**src/rtl/bus_event_match.sv**
```systemverilog
module bus_event_match #(
  parameter int ADDR_W  = 40,
  parameter int ID_W    = 4,
  parameter int NUM_WIN = 2,
  parameter int NUM_EVT = 3,
  localparam int SEL_W  = (NUM_WIN > 1) ? $clog2(NUM_WIN) : 1
) (
  input  logic                      clk,
  input  logic                      rst_n,
  input  logic                      a_valid,
  input  logic [ADDR_W-1:0]         a_addr,
  input  logic [ID_W-1:0]           a_reqid,
  input  logic                      a_write,
  input  logic                      d_valid,
  input  logic [ID_W-1:0]           d_srcid,
  input  logic [ID_W-1:0]           d_initid,
  input  logic [NUM_WIN*ADDR_W-1:0] win_lo_i,
  input  logic [NUM_WIN*ADDR_W-1:0] win_hi_i,
  input  logic [NUM_EVT-1:0]        en_win_i,
  input  logic [NUM_EVT*SEL_W-1:0]  win_sel_i,
  input  logic [NUM_EVT-1:0]        en_req_i,
  input  logic [NUM_EVT-1:0]        en_wr_i,
  input  logic [NUM_EVT-1:0]        en_dat_i,
  input  logic [NUM_EVT*ID_W-1:0]   agent_i,
  output logic [NUM_EVT-1:0]        evt_o
);

  localparam int HIT_W = 1 << SEL_W;

  logic [HIT_W-1:0]   win_hit;
  logic [NUM_EVT-1:0] fire;

  for (genvar w = 0; w < HIT_W; w++) begin : g_win
    if (w < NUM_WIN) begin : g_real
      assign win_hit[w] = (a_addr >= win_lo_i[w*ADDR_W +: ADDR_W]) &&
                          (a_addr <= win_hi_i[w*ADDR_W +: ADDR_W]);
    end else begin : g_pad
      assign win_hit[w] = 1'b0;
    end
  end

  for (genvar e = 0; e < NUM_EVT; e++) begin : g_evt
    logic [ID_W-1:0]  agent;
    logic [SEL_W-1:0] sel;
    logic             addr_used, addr_ok, dat_ok;

    assign agent     = agent_i[e*ID_W +: ID_W];
    assign sel       = win_sel_i[e*SEL_W +: SEL_W];
    assign addr_used = en_win_i[e] | en_req_i[e] | en_wr_i[e];

    assign addr_ok = !addr_used ||
                     (a_valid &&
                      (!en_win_i[e] || win_hit[sel]) &&
                      (!en_req_i[e] || (a_reqid == agent)) &&
                      (!en_wr_i[e]  || a_write));

    assign dat_ok  = !en_dat_i[e] ||
                     (d_valid && (d_srcid == agent) && (d_initid == agent));

    assign fire[e] = (addr_used | en_dat_i[e]) & addr_ok & dat_ok;
  end

  always_ff @(posedge clk or negedge rst_n) begin
    if (!rst_n) evt_o <= '0;
    else        evt_o <= fire;
  end

endmodule

```
**config.mk**
```make
export PLATFORM = sky130hd
export DESIGN_NAME = bus_event_match
export DESIGN_NICKNAME = d
export VERILOG_FILES = /design/src/rtl/bus_event_match.sv
export SDC_FILE = /design/constraint.sdc
export NUM_CORES = 1
export LEC_CHECK = 0
export ABC_AREA = 1
export BUFFER_PORTS_ARGS = -buffer_cell sky130_fd_sc_hd__buf_4
export CORE_MARGIN = 2
export CORE_UTILIZATION = 49
export DETAILED_ROUTE_END_ITERATION = 10
export HOLD_SLACK_MARGIN = 0.05
export PLACE_DENSITY = 0.85
export SYNTH_ARGS = -nofsm -noshare
export SYNTH_HDL_FRONTEND = slang
export SYNTH_SLANG_ARGS = --single-unit
```
**constraint.sdc**
```tcl
create_clock -name clk -period 0.8 [get_ports clk]
set_input_delay 0.08 -clock clk [delete_from_list [all_inputs] [get_ports clk]]
set_output_delay 0.08 -clock clk [all_outputs]
set_load 0.01 [all_outputs]
```
# Word level (Yosys, flattened, before mapping)
# Index checks and enable logic that the tools add are counted.
totals:
  inputBits: 244
  out_inout_bits: 3
  romBits: 0
  ramBits: 0
  elab_cells: 85
  mem_count: 0
  regBits: 3
  latch_bits: 0
op_classes:
  eq_ne: 9
  n_reduce_logical: 47
  bitwise: 15
  n_div: 0
  n_addsub: 0
  mul: 0
  n_shift: 0
  order_cmp: 7
  mux: 6
op_table:
  columns: ["op", "count"]
  rows:
  - ["$ge 40x40->1", 2]
  - ["$le 40x40->1", 2]
  - ["$eq 4x4->1", 9]
  - ["$logic_and 1x1->1", 17]
  - ["$logic_not 1->1", 15]
  - ["$logic_or 1x1->1", 15]
  - ["$or 1x1->1", 9]
  - ["$and 1x1->1", 6]
  - ["$lt 1x2->1 const B", 3]
  - ["$mux 1", 6]

# Longest topological paths before layout
logic_depth:
  depth_word: 11
  ltp_mapped: 17
  depth_no_buf: 17

# Worst setup path before layout
# Ideal clock, no wire load.
synth_timing:
  kind: "input to register"
  from: "input port win_hi_i[79]"
  to: "register evt_o[2]"
  cell_stages: 13
  t_required_ns: 0.727
  path_buffers: 0
  t_arrival_ns: 1.371
  setup_time_ns: 0.073
  path_slack_ns: -0.644
  cell_sequence: "inv_1 -> ha_1 -> nand2_2 -> nor2_4 -> nand2_2 -> nor2_2 -> nand3_1 -> or2_1 -> nand2_2 -> nand3_1 -> nand3_1 -> nand2_1 -> a21oi_2"
synth_via:
  elab_chain_cells: 11
synth_lines:
  columns: ["element", "line_no", "source"]
  rows:
  - ["start: declaration", "18", "input logic [NUM_WIN*ADDR_W-1:0] win_hi_i,"]
  - ["$le 40x40->1", "36", "(a_addr <= win_hi_i[w*ADDR_W +: ADDR_W]);"]
  - ["$logic_and 1x1->1", "35", "assign win_hit[w] = (a_addr >= win_lo_i[w*ADDR_W +: ADDR_W]) &&"]
  - ["$mux 1 (implied by the code) (2 in a row)", "53", "(!en_win_i[e] || win_hit[sel]) &&"]
  - ["$logic_or 1x1->1", "53", null]
  - ["$logic_and 1x1->1", "52", "(a_valid &&"]
  - ["$logic_and 1x1->1", "53", null]
  - ["$logic_and 1x1->1", "54", "(!en_req_i[e] || (a_reqid == agent)) &&"]
  - ["$logic_or 1x1->1", "51", "assign addr_ok = !addr_used ||"]
  - ["$and 1x1->1 (2 in a row)", "60", "assign fire[e] = (addr_used | en_dat_i[e]) & addr_ok & dat_ok;"]
  - ["named net fire[2]", "31", "logic [NUM_EVT-1:0] fire;"]
  - ["end signal: assignment", "65", "else evt_o <= fire;"]
  - ["end: declaration", "25", "output logic [NUM_EVT-1:0] evt_o"]
# The timed path passes the listed nets, and every way through them passes these cells. The select of a mux whose other input is x is not followed.

# Final worst setup path
layout_timing:
  from: "input port win_lo_i[26]"
  to: "register evt_o[0]"
layout_via:
  elab_chain_cells: 11
layout_lines:
  columns: ["element", "line_no", "source"]
  rows:
  - ["start: declaration", "17", "input logic [NUM_WIN*ADDR_W-1:0] win_lo_i,"]
  - ["$ge 40x40->1", "35", null]
  - ["$logic_and 1x1->1", "35", null]
  - ["$mux 1 (implied by the code) (2 in a row)", "53", null]
  - ["$logic_or 1x1->1", "53", null]
  - ["$logic_and 1x1->1", "52", null]
  - ["$logic_and 1x1->1", "53", null]
  - ["$logic_and 1x1->1", "54", null]
  - ["$logic_or 1x1->1", "51", null]
  - ["$and 1x1->1 (2 in a row)", "60", null]
  - ["named net fire[0]", "31", null]
# The timed path passes the listed nets, and every way through them passes these cells. The select of a mux whose other input is x is not followed.

==> flow_summary.yaml <==
synthesis:
  yosysTopAreaCell: "ha_1"
  synth_top_family_by_area: "adder cells"
  synth_nets: 1226
  synth_area_leaders: "ha_1, inv_1, nand2_1"
  synthDistinctLibCells: 29
  mappedNetlistArea_um2: 4959
  ys_seq_area_share_pct: 1.514
  synthAdderAreaFrac_pct: 40.37
  synth_compound_area_share_pct: 13.30
  synthXorXnorAreaFrac_pct: 2.473
  yosys_warnings: 0
  ys_ff_latch: 3
  synthCells: 822
  synth_area_per_cell_um2: 6.032
  synth.area.mux_share_pct: 0
  synth_top_cell_area_share_pct: 40.37
  yosys.area_share.simple_pct: 26.07
placement:
  portBuffers: 246
  pre_cts_ws_ps: -1032
  dp_hpwl_mm: 13.86
  dpl_cell_area_um2: 7172
  finalWeightedCongestion: 0.9165
sta:
  setup_violations: 3
  final.setup.worst_slack_ps: -1050
  worst_slew_pin_slew_ps: 389.5
  finalHoldViolations: 0
  layout_min_cycle_time_ps: 1850
  setup_tns_ps: -3080
  timing.final.crit_share_pct: 231.2
  rsz0062_at_grt: "true"
  slew_headroom_pct: 73.76
  slew_viol_final: 0
  fmax_mhz: 540.7
layout:
  top_regs: "evt_o x3"
  layout_commonest_cell: "buf_4"
  finalInstanceArea_um2: 9015
  drive_gt1_share_pct: 47.91
  area_delta_synth_final_pct: 81.81
  fill_cells: 366
  diodes: 0
  largest_reg_flops: 3
  layout_common_cells: "buf_4, inv_1, nand2_1, ha_4, ha_1"
  final_nets: 1505
  regMostFlops: "evt_o"
global_routing:
  grt_max_degree: 5
  grt_pass1_vias: 6790
  grt_pass1_wl_mm: 31.36
  grt_use_total_pct: 34.70
  overflow: 0
  antenna_found_initial: 0
run_status:
  violations: "negative setup slack"
  outcome: "finished with violations"
worst_setup_path:
  cp-start-kind: "input pin"
  worst_ep_required_time_ps: 900
  arrival_ps: 1950
  critPathKind: "in -> reg"
  critPathMaxFanout: 3
  critPathCaptureType: "flop"
routing:
  finalWirelength_mm: 27.60
  drtAntennaViolNets: 0
  routed_via_density: 6.106
  via_count: 7529
  drt_iter0_drc: 765
  wl_per_cell_um: 22.38
  route.detailed.drc: 0
  dr.pass1.iters: 7
clock_tree:
  cts_tree: "built"
  cts.clk_slew.worst_paths_ps: 30
  clockBufferDepth: 2
  cts_made_buffers: 3
  ctsHtreeMaxLevel: 1
  cts.sinks: 3
  root_buffer: "clkbuf_8"
floorplanning:
  die_h_um: 104.6
  dieArea_um2: 10940
  design.core.area_um2: 9819
  rows: 36
  initial_core_util_pct: 50.50
  die_w_um: 104.6
  io_pins: 247
worst_hold_path:
  worstHoldPathType: "in -> reg"
  whs_path_depth: 4
power:
  vdd_drop_max_mv: 0.4865
  power_density_nw_per_um2: 666.6
  leakagePower_nw: 4.792
job:
  drv_cap: 0
==> cell type report <==
type                    count  area [µm²]  area share, %
flip-flops and latches      3       75.07         0.8328
well taps                 133       166.4          1.846
inverters                 215       818.3          9.077
repair buffers            274        2222          24.65
multi-input cells         604        5688          63.10
clock buffers               4       45.04         0.4997
==> logic make-up after synthesis <==
logic type               after synthesis
flip-flops                             3
adder cells (fa/ha/maj)              160
buffers and inverters                215
AND/OR/NAND/NOR                      311
XOR/XNOR                              14
AO/OA/AOI/OAI                        119
==> power breakdown <==
part	total (mW)	leakage, nW	internal (mW)	switching [mW]
clock	0.445	0.0228	0.340	0.105
sequential	0.163	0.0409	0.160	0.00330
combinational	5.40	4.73	2.58	2.82
==> worst max-delay path: stages <==
cell     delay [ps]
buf_4           110
inv_1           250
ha_4            270
nand2_2          90
inv_1            80
nand2_1         110
nand2_1         110
nand2_1         130
nand2_1          90
a21oi_2         180
nand3_2         140
nand3_2         100
nand3_2          80
nand2_2          70
a21oi_2          60
==> metal layers <==
layer  part of all wire (%)  track usage (%)  up-vias
met3                     11            6.238      326
li1                       -                -     3161
met2                     46            64.94      718
met4                     11            18.76        0
met5                      0                0        -
met1                     31            36.52     3324
==> cell usage after synthesis <==
cell,number
nand2_1,204
a21oi_2,3
nand4_4,1
or2_2,1
a41oi_1,1
a21o_1,5
o221ai_1,2
ha_1,160
nand2_2,7
nor2_4,1
and3_1,1
nand4_1,6
xnor2_1,12
nor2_1,58
o21ai_0,23
inv_1,213
xor2_1,2
a211oi_1,4
or2_1,1
nand3_2,1
nor3_1,6
dfrtp_1,3
inv_2,2
o21a_1,6
nor2_2,3
nand3_4,1
a221oi_1,1
a21oi_1,74
nand3_1,20
==> through the flow <==
stage	hold WS, ps	total power, mW	utilization, %	std cells
2_1_floorplan	-215.6	1.936	-	822
3_3_place_gp	-124.5	3.475	73.04	1222
3_5_place_dp	-125.2	3.577	73.04	1222
4_1_cts	145.1	4.500	82.33	1231
5_1_grt	175.3	6.296	91.81	1233
6_report	147.1	6.009	91.81	1233
==> final timing paths <==
kind / end / slack, ps / start
worst max-delay path: evt_o[0]$_DFF_PN0_ / -1050 / win_lo_i[26]
worst min-delay path: evt_o[2]$_DFF_PN0_ / 150 / en_wr_i[2]
max in group asynchronous: evt_o[0]$_DFF_PN0_ / 480 / rst_n
min in group asynchronous: evt_o[2]$_DFF_PN0_ / 220 / rst_n
==> what timing repair did <==
action	in CTS	in global routing
endpoints found under the setup margin	4	6
setup buffers	4	2
hold buffers	1	0
pin swaps	66	74
hold endpoints to repair	3	0
gates resized for setup	115	194
Power figures use the tool's default switching activity.
